--- config.mk ---
export PLATFORM = sky130hd
export DESIGN_NAME = i2c_irq_status
export DESIGN_NICKNAME = d
export VERILOG_FILES = /design/src/rtl/i2c_irq_pkg.sv /design/src/rtl/i2c_irq_evt.sv /design/src/rtl/i2c_irq_stat.sv /design/src/rtl/i2c_irq_cfg.sv /design/src/rtl/i2c_irq_status.sv
export SDC_FILE = /design/constraint.sdc
export NUM_CORES = 1
export LEC_CHECK = 0
export ABC_AREA = 1
export ABC_CLOCK_PERIOD_IN_PS = 4100
export BUFFER_PORTS_ARGS = -buffer_cell sky130_fd_sc_hd__buf_2
export CAP_MARGIN = 5
export CORE_MARGIN = 5
export CORE_UTILIZATION = 37
export CTS_BUF_LIST = sky130_fd_sc_hd__clkbuf_8
export DETAILED_ROUTE_END_ITERATION = 12
export MAX_ROUTING_LAYER = met4
export PLACE_DENSITY = 0.95
export REMOVE_ABC_BUFFERS = 1
export SLEW_MARGIN = 15
export SYNTH_ARGS = -nofsm -noshare
export SYNTH_HDL_FRONTEND = slang
export SYNTH_SLANG_ARGS = --single-unit
export TNS_END_PERCENT = 5
--- constraint.sdc ---
create_clock -name clk -period 4.1 [get_ports clk]
set_clock_uncertainty 0.2 [all_clocks]
set_input_delay 0.205 -clock clk [delete_from_list [all_inputs] [get_ports clk]]
set_output_delay 0.205 -clock clk [all_outputs]
set_load 0.02 [all_outputs]
--- src/rtl/i2c_irq_pkg.sv ---
package i2c_irq_pkg;

    localparam int unsigned WORD_W  = 32;
    localparam int unsigned BIT_RXFULL = 31;
    localparam int unsigned BIT_RXTHR  = 30;
    localparam int unsigned BIT_DONE   = 28;
    localparam int unsigned BIT_UNDER  = 27;
    localparam int unsigned THR_LSB    = 8;

    localparam logic [WORD_W-1:0] EVT_MASK =
        (32'h1 << BIT_RXFULL) | (32'h1 << BIT_RXTHR) |
        (32'h1 << BIT_DONE)   | (32'h1 << BIT_UNDER);

    typedef enum logic [1:0] {
        SEL_ENABLE  = 2'd0,
        SEL_STATUS  = 2'd1,
        SEL_FIFOCTL = 2'd2,
        SEL_NONE    = 2'd3
    } reg_sel_e;

    typedef struct packed {
        logic rx_full;
        logic rx_above;
        logic done;
        logic underrun;
    } evt_t;

    function automatic logic [WORD_W-1:0] evt_to_word(evt_t e);
        logic [WORD_W-1:0] w;
        w = '0;
        w[BIT_RXFULL] = e.rx_full;
        w[BIT_RXTHR]  = e.rx_above;
        w[BIT_DONE]   = e.done;
        w[BIT_UNDER]  = e.underrun;
        return w;
    endfunction

endpackage

--- src/rtl/i2c_irq_evt.sv ---
module i2c_irq_evt
    import i2c_irq_pkg::*;
#(
    parameter int unsigned FIFO_DEPTH = 64,
    parameter int unsigned CNT_W      = $clog2(FIFO_DEPTH + 1),
    parameter int unsigned THR_W      = 6
) (
    input  logic             clk,
    input  logic             busy_i,
    input  logic             wr_pending_i,
    input  logic [CNT_W-1:0] rx_count_i,
    input  logic [CNT_W-1:0] tx_count_i,
    input  logic [THR_W-1:0] thr_i,
    output evt_t             evt_o
);
    localparam logic [CNT_W-1:0] FULL_CNT = CNT_W'(FIFO_DEPTH);

    logic busy_q;
    logic above_q;
    logic tx_nz_q;
    logic above_now;
    logic tx_nz_now;

    assign above_now = rx_count_i > CNT_W'(thr_i);
    assign tx_nz_now = tx_count_i != '0;

    // History registers track their inputs in and out of reset, so an edge
    // straddling the end of reset is judged against a real sample.
    always_ff @(posedge clk) begin
        busy_q  <= busy_i;
        above_q <= above_now;
        tx_nz_q <= tx_nz_now;
    end

    always_comb begin
        evt_o.rx_full  = rx_count_i == FULL_CNT;
        evt_o.rx_above = above_now && !above_q;
        evt_o.done     = busy_q && !busy_i;
        evt_o.underrun = tx_nz_q && !tx_nz_now && wr_pending_i;
    end

endmodule

--- src/rtl/i2c_irq_stat.sv ---
module i2c_irq_stat
    import i2c_irq_pkg::*;
(
    input  logic              clk,
    input  logic              rst,
    input  logic              soft_rst_i,
    input  logic [WORD_W-1:0] set_i,
    input  logic              clr_en_i,
    input  logic [WORD_W-1:0] clr_data_i,
    output logic [WORD_W-1:0] status_o
);
    logic [WORD_W-1:0] status_q;
    logic [WORD_W-1:0] clr_mask;

    assign clr_mask = clr_en_i ? clr_data_i : '0;

    always_ff @(posedge clk) begin
        if (rst || soft_rst_i) begin
            status_q <= '0;
        end else begin
            status_q <= ((status_q & ~clr_mask) | set_i) & EVT_MASK;
        end
    end

    assign status_o = status_q;

    // bits not written with 1 stay pending
    a_r7_sticky: assert property (@(posedge clk) disable iff (rst || soft_rst_i)
        1'b1 |=> ((status_q & $past(status_q & ~clr_mask)) == $past(status_q & ~clr_mask)));

    // a same-edge event beats a clearing write
    a_r8_set_wins: assert property (@(posedge clk) disable iff (rst || soft_rst_i)
        1'b1 |=> (($past(set_i & EVT_MASK) & ~status_q) == '0));

endmodule

--- src/rtl/i2c_irq_cfg.sv ---
module i2c_irq_cfg
    import i2c_irq_pkg::*;
#(
    parameter int unsigned THR_W = 6
) (
    input  logic              clk,
    input  logic              rst,
    input  logic              soft_rst_i,
    input  logic              we_i,
    input  reg_sel_e          sel_i,
    input  logic [WORD_W-1:0] wdata_i,
    output logic [WORD_W-1:0] enable_o,
    output logic [THR_W-1:0]  thr_o
);
    always_ff @(posedge clk) begin
        if (rst || soft_rst_i) begin
            enable_o <= '0;
        end else if (we_i && sel_i == SEL_ENABLE) begin
            enable_o <= wdata_i & EVT_MASK;
        end
    end

    always_ff @(posedge clk) begin
        if (rst) begin
            thr_o <= '0;
        end else if (we_i && sel_i == SEL_FIFOCTL) begin
            thr_o <= wdata_i[THR_LSB +: THR_W];
        end
    end

endmodule

--- src/rtl/i2c_irq_status.sv ---
module i2c_irq_status
    import i2c_irq_pkg::*;
#(
    parameter int unsigned FIFO_DEPTH = 64,
    parameter int unsigned THR_W      = 6,
    localparam int unsigned CNT_W     = $clog2(FIFO_DEPTH + 1)
) (
    input  logic              clk,
    input  logic              rst,
    input  logic              soft_rst_i,
    input  logic              busy_i,
    input  logic              wr_pending_i,
    input  logic [CNT_W-1:0]  rx_count_i,
    input  logic [CNT_W-1:0]  tx_count_i,
    input  logic              reg_we_i,
    input  logic [1:0]        reg_sel_i,
    input  logic [WORD_W-1:0] reg_wdata_i,
    output logic              irq_o,
    output logic [WORD_W-1:0] status_o,
    output logic [WORD_W-1:0] enable_o,
    output logic [THR_W-1:0]  rx_thresh_o
);
    reg_sel_e sel;
    evt_t     evt;
    logic     clr_en;

    assign sel    = reg_sel_e'(reg_sel_i);
    assign clr_en = reg_we_i && sel == SEL_STATUS;

    i2c_irq_evt #(
        .FIFO_DEPTH (FIFO_DEPTH),
        .CNT_W      (CNT_W),
        .THR_W      (THR_W)
    ) u_evt (
        .clk          (clk),
        .busy_i       (busy_i),
        .wr_pending_i (wr_pending_i),
        .rx_count_i   (rx_count_i),
        .tx_count_i   (tx_count_i),
        .thr_i        (rx_thresh_o),
        .evt_o        (evt)
    );

    i2c_irq_stat u_stat (
        .clk        (clk),
        .rst        (rst),
        .soft_rst_i (soft_rst_i),
        .set_i      (evt_to_word(evt)),
        .clr_en_i   (clr_en),
        .clr_data_i (reg_wdata_i),
        .status_o   (status_o)
    );

    i2c_irq_cfg #(
        .THR_W (THR_W)
    ) u_cfg (
        .clk        (clk),
        .rst        (rst),
        .soft_rst_i (soft_rst_i),
        .we_i       (reg_we_i),
        .sel_i      (sel),
        .wdata_i    (reg_wdata_i),
        .enable_o   (enable_o),
        .thr_o      (rx_thresh_o)
    );

    assign irq_o = |(status_o & enable_o);

    // completion pending one edge after busy falls
    a_r3_done_on_fall: assert property (@(posedge clk) disable iff (rst || soft_rst_i)
        $fell(busy_i) |=> status_o[BIT_DONE]);

    // nothing enabled means no interrupt
    a_r9_masked_quiet: assert property (@(posedge clk) disable iff (rst)
        (enable_o == '0) |-> !irq_o);

    // soft reset empties both words
    a_r10_soft_clear: assert property (@(posedge clk) disable iff (rst)
        soft_rst_i |=> (status_o == '0 && enable_o == '0));

endmodule

==> flow_metrics.tcl, run 1 <==
set metrics [dict create \
    outcome "finished clean" \
    final_cells 260 \
    route.met3.wl_um 235 \
    cp_max_fo 2 \
    drive_gt1_share_pct 25.2 \
    numCtsBuffers 3 \
    cts.path.max_buffers 2 \
    synth-seq-cells 17 \
    cap_violations 0 \
    syn_to_final_growth_pct 11.3 \
    cts_hold_buffers 4 \
    top_layer_used "met4" \
    slew_viol_final 0 \
    cp_data_required_time_ns 4.03 \
    synth.distinct_cells 21 \
    hold_path_depth 2 \
    ys_top_cells_by_area "buf_4, dfxtp_1, ha_1, inv_1, nand2_1" \
    synthMuxAreaShare_pct 0 \
    ys_top_cells_by_count "buf_4, inv_1, dfxtp_1, nand2_1, nor2_1" \
    synth_top_family_by_area "buffers and inverters" \
    diodes 0 \
    min_period_over_period_pct 57.6 \
    cp-end-kind "flop" \
    fp.dieW_um 68.3 \
    num_io_pins 125 \
    dr.pass1.iters 4 \
    hold_path_class "input pin to flop" \
    post-cts-setup-buffer-count 0 \
    cts_resized 0 \
    nFillCells 350 \
    synth_edf_count 0 \
    min_from "rst" \
    dp_hpwl_um 2280 \
    htree_levels 1 \
    arrival_ns 2.29 \
    fin_tns_setup_ns 0 \
    route.detailed.drc 0 \
    grt_max_degree 12 \
    port-buffer-count 46 \
    wl_met2_um 1410 \
    reg2reg_slack_ns 2.63 \
    yosysWarnings 0 \
    drtIter0Drc 8 \
    grt_pass1_vias 897 \
    pre_cts_slack_ns 2.63 \
    power.density_nw_per_um2 286 \
    critical_path_class "input pin to flop" \
    synth-compound-area-share_pct 11.3 \
    grt_usage_pct 10.8 \
    yosys.area_share.simple_pct 14.9 \
    ant_nets 0 \
    r2r-start "u_cfg.thr_o[5]" \
    initial_core_util_pct 38.0 \
    wl_met1_um 998 \
    async_flop_share_pct 0 \
    overflow 0 \
    clk_latency_ns 0.24 \
    yosysSeqAreaShare_pct 27.1 \
    fin_ws_ns 1.74 \
    synth_top_cell_area_share_pct 33.4 \
    vias_per_cell 3.97 \
    dieHeight_um 68.3 \
    synth_most_common_cell "buf_4" \
    grt_setup_unrepaired "no" \
    grt_pass1_wl_um 3690 \
    ir_worst_vdd_uv 127 \
    synth_top_flop_cell "dfxtp_1" \
    critPathLaunchType "input pin" \
    netlist_instances 163 \
    antenna_found_initial 0 \
    path_clk_slew_ns 0.06 \
    netlist.top_cell.by_area "buf_4" \
    num_rows 21 \
    cts-root-buf "clkbuf_8" \
    min_to "u_cfg.thr_o[0]" \
    leakagePower_nw 0.772 \
    num_vias 1031 \
    drt_wl_total_um 2700 \
    core_region_area_um2 3310 \
    synthAdderAreaFrac_pct 5.97 \
    rr_endpoint "u_stat.status_o[30]" \
    synthXorXnorAreaFrac_pct 0 \
    cts.sinks 17 \
    die_area_um2 4660 \
    fmax_mhz 424 \
    dp.cells 252 \
    syn-cell-area_um2 1260 \
    avgSynthCellArea_um2 7.71 \
    place_congestion 0.777 \
    cts_tree "yes" \
    final_nets 275 \
    hold_viol 0 \
    report.final.setup_viol 0 \
    post_drt_wl_per_cell_um 10.4 \
    period_needed_ns 2.36 \
    reg2regPathDepth 7 \
]
-- kinds of logic (layout without fill, tap and decap cells) --
kind of cell,after synthesis,in the layout
other,1,56
adders and majority gates,6,6
buffers and inverters,77,73
AOI/OAI and AO/OA,20,20
DFF,17,17
and+or+nand+nor,42,42
-- metal layers --
layer | GRT usage, % | vias to the layer above
li1 | - | 512
met1 | 11.2 | 465
met2 | 19.3 | 50
met3 | 1.15 | 4
met4 | 7.20 | 0
met5 | - | -
-- flip-flops by register name (all words and copies together) (netlist names) --
name             count
u_stat.status_o      4
u_evt.busy_q         1
u_cfg.enable_o       4
u_evt.above_q        1
u_evt.tx_nz_q        1
u_cfg.thr_o          6
-- cell type report --
class                           instances  area [um^2]  share of cell area [%]
Clock inverter                          1         3.75                   0.268
Sequential cell                        17          340                    24.3
Multi-Input combinational cell        124          616                    44.0
Inverter                               19         71.3                    5.09
Tap cell                               46         57.6                    4.11
Clock buffer                            3         41.3                    2.95
Timing Repair Buffer                   50          270                    19.3
-- layout by cell type, fill, tap and decap left out --
| cell | instances |
|---|---|
| or2_0 | 1 |
| nand3_1 | 6 |
| a211oi_1 | 5 |
| nand2_1 | 15 |
| a21oi_1 | 7 |
| inv_2 | 1 |
| or2_1 | 1 |
| and2_1 | 1 |
| ha_1 | 6 |
| a211oi_2 | 4 |
| o21ai_0 | 4 |
| inv_1 | 19 |
| conb_1 | 56 |
| nor4_1 | 1 |
| clkbuf_8 | 3 |
| buf_2 | 46 |
| nor3_1 | 2 |
| nand4_1 | 4 |
| dfxtp_1 | 17 |
| nor2_1 | 11 |
| dlygate4sd3_1 | 4 |
-- worst max-delay path, cell delays in order --
cell,delay (ns)
dlygate4sd3_1,0.53
buf_2,0.12
nor4_1,0.23
dlygate4sd3_1,0.60
nand2_1,0.05
dlygate4sd3_1,0.55
-- power breakdown --
group | leakage [nW] | internal, mW | total, mW | switching (mW)
sequential | 0.139 | 0.171 | 0.174 | 0.00306
clock | 0.0269 | 0.0662 | 0.119 | 0.0524
combinational | 0.607 | 0.0272 | 0.107 | 0.0801
-- worst max path at each step --
stage	to	depth (start not counted)	start
6_report	u_evt.tx_nz_q	6	tx_count_i[6]
5_1_grt	u_evt.tx_nz_q	6	tx_count_i[6]
4_1_cts	u_evt.tx_nz_q	6	tx_count_i[6]
3_5_place_dp	u_stat.status_o[30]	7	u_cfg.thr_o[4]
3_3_place_gp	u_stat.status_o[30]	7	u_cfg.thr_o[4]
2_1_floorplan	u_evt.above_q	6	u_cfg.thr_o[5]
-- stage by stage --
| step | power [mW] | hold WS, ns | area [um^2] | util [%] |
|---|---|---|---|---|
| after floorplan | 0.253 | 0.0327 | 1030 | - |
| after global placement | 0.279 | 0.126 | 1320 | 39.7 |
| after detailed placement | 0.281 | 0.127 | 1320 | 39.7 |
| after CTS | 0.401 | 0.00451 | 1400 | 42.3 |
| after global routing | 0.422 | 0.0267 | 1400 | 42.3 |
| final | 0.400 | 0.0138 | 1400 | 42.3 |
(Power assumes the default switching activity.)
==> run 2, diff against run 1 <==
--- a/config.mk
+++ b/config.mk
@@ -6,7 +6,7 @@
 export NUM_CORES = 1
 export LEC_CHECK = 0
 export ABC_AREA = 1
-export ABC_CLOCK_PERIOD_IN_PS = 4100
+export ABC_CLOCK_PERIOD_IN_PS = 2450
 export BUFFER_PORTS_ARGS = -buffer_cell sky130_fd_sc_hd__buf_2
 export CAP_MARGIN = 5
 export CORE_MARGIN = 5
==> constraint.sdc (replaced) <==
create_clock -name clk -period 2.45 [get_ports clk]
set_clock_uncertainty 0.2 [all_clocks]
set_input_delay 0.1225 -clock clk [delete_from_list [all_inputs] [get_ports clk]]
set_output_delay 0.1225 -clock clk [all_outputs]
set_load 0.02 [all_outputs]
==> run 2 against run 1 <==
  * Die area unchanged
  * Worst setup slack got worse by 1.5 ns
  * Critical path depth unchanged
  * Final area increased by 9.3%
  * Register-to-register slack got worse by 1.7 ns
  * Combinational power increased by 83%
  * Global-route usage increased by 1.4 points
  * Critical endpoint unchanged
  * Highest routed layer unchanged
==> flow_metrics.tcl, run 2 (synthesis gave the netlist of run 1 again) <==
set metrics [dict create \
    swShare_pct 33.4 \
    cp-end-kind "flop" \
    vias_per_cell 3.96 \
    initial_core_util_pct 38.0 \
    largest_register_ffs 6 \
    die_area_um2 4660 \
    hold_path_class "input pin to flop" \
    path_clk_slew_ns 0.06 \
    hold_viol 0 \
    grt_util_met3_pct 1.31 \
    leakagePower_nw 0.831 \
    report.final.setup_viol 0 \
    dp_hpwl_um 2280 \
    critical_path_class "input pin to flop" \
    p_clk_share_pct 28.7 \
    pwr-share-comb_pct 28.6 \
    htree_levels 1 \
    overflow 0 \
    slowest_stage "dlygate4sd3_1" \
    cts.path.max_buffers 2 \
    layout_common_cells "conb_1, buf_2, inv_1" \
    port-buffer-count 46 \
    grt_setup_unrepaired "no" \
    cp_max_fo 2 \
    grt_max_degree 12 \
    fp.dieW_um 68.3 \
    power.density_nw_per_um2 447 \
    ant_nets 0 \
    crit_top_cell "dlygate4sd3_1" \
    grt_usage_pct 12.2 \
    num_vias 1081 \
    period_needed_ns 2.20 \
    pre_cts_slack_ns 0.980 \
    min_to "u_stat.status_o[27]" \
    fin_tns_setup_ns 0 \
    slowest_delay_ns 0.59 \
    fin_ws_ns 0.252 \
    grt_use_met2_pct 21.4 \
    num_io_pins 125 \
    min_period_over_period_pct 89.7 \
    cp_cell_sequence "dlygate4sd3_1, buf_2, nor4_1, dlygate4sd3_1, nand2_1, dlygate4sd3_1" \
    route.detailed.drc 0 \
    p_seq_share_pct 42.6 \
    final_cells 273 \
    power.total_mw 0.685 \
    slew_viol_final 0 \
    hold_path_depth 5 \
    final_util_pct 46.2 \
    grt_pass1_wl_um 4080 \
    intPower_mw 0.456 \
    drive_gt1_share_pct 23.8 \
    numCtsBuffers 3 \
    reg2regPathDepth 7 \
    final_nets 288 \
    ir_worst_vdd_uv 232 \
    layout_commonest_cell "conb_1" \
    cts.sinks 17 \
    rr_endpoint "u_stat.status_o[30]" \
    num_rows 21 \
    cts_tree "yes" \
    cap_violations 0 \
    fmax_mhz 455 \
    antenna_found_initial 0 \
    netSwitchingPower_mw 0.229 \
    place_congestion 0.777 \
    critPathLaunchType "input pin" \
    clk_latency_ns 0.24 \
    grt_pass1_vias 966 \
    drt_wl_total_um 2980 \
    cts-root-buf "clkbuf_8" \
    dp.cells 252 \
    use_met1_pct 11.9 \
    dr.pass1.iters 3 \
    grt-busiest-layer "met2" \
    diodes 0 \
    top_register "u_cfg.thr_o" \
    r2r-start "u_cfg.thr_o[5]" \
    cp_data_required_time_ns 2.38 \
    arrival_ns 2.13 \
    cts_resized 0 \
    syn_to_final_growth_pct 21.7 \
    min_from "wr_pending_i" \
    post_drt_wl_per_cell_um 10.9 \
    drtIter0Drc 13 \
    dieHeight_um 68.3 \
    outcome "finished clean" \
    core_region_area_um2 3310 \
    reg2reg_slack_ns 0.98 \
]
run 2: worst max path at each step:
stage / to / start
6_report: u_evt.tx_nz_q / tx_count_i[6]
5_1_grt: u_evt.tx_nz_q / tx_count_i[6]
4_1_cts: u_evt.tx_nz_q / tx_count_i[6]
3_5_place_dp: u_stat.status_o[30] / u_cfg.thr_o[4]
3_3_place_gp: u_stat.status_o[30] / u_cfg.thr_o[4]
2_1_floorplan: u_evt.above_q / u_cfg.thr_o[5]
run 2: critical path: cells and delay by family:
kind,cells,cell delay (ns)
buffers and inverters,4,1.81
and+or+nand+nor,2,0.19
run 2: through the flow:
stage / hold WS (ns) / instance area (um^2)
2_1_floorplan: -0.0498 / 1030
3_3_place_gp: 0.0431 / 1320
3_5_place_dp: 0.0441 / 1320
4_1_cts: 0.0256 / 1530
5_1_grt: 0.0323 / 1530
6_report: 0.0374 / 1530
run 2: what timing repair did:
| action | 4_1_cts | 5_1_grt |
|---|---|---|
| endpoints found under the setup margin | 0 | 0 |
| buffers inserted | 0 | 0 |
| hold endpoints to repair | 14 | 0 |
| hold buffers | 17 | 0 |
run 2: power groups by stage:
| stage | Sequential [mW] | Clock, mW | Combinational [mW] |
|---|---|---|---|
| after global placement | 0.297 | 0 | 0.170 |
| after detailed placement | 0.298 | 0 | 0.173 |
| final | 0.292 | 0.197 | 0.196 |
| after global routing | 0.293 | 0.214 | 0.215 |
| after CTS | 0.292 | 0.203 | 0.192 |
| after floorplan | 0.307 | 0 | 0.117 |
run 2: area by class of cell:
class | instances | area, um^2
multi-input combinational | 124 | 616
clock inverter | 1 | 3.75
fill | 333 | 1780
timing repair buffer | 63 | 400
inverter | 19 | 71.3
tap | 46 | 57.6
clock buffer | 3 | 41.3
sequential | 17 | 340
run 2: metal layers:
metal | up-vias | part of all wire (%)
met5 | - | 0
met4 | 0 | 5.9
met1 | 469 | 35
met3 | 14 | 7.9
met2 | 60 | 51
li1 | 538 | -
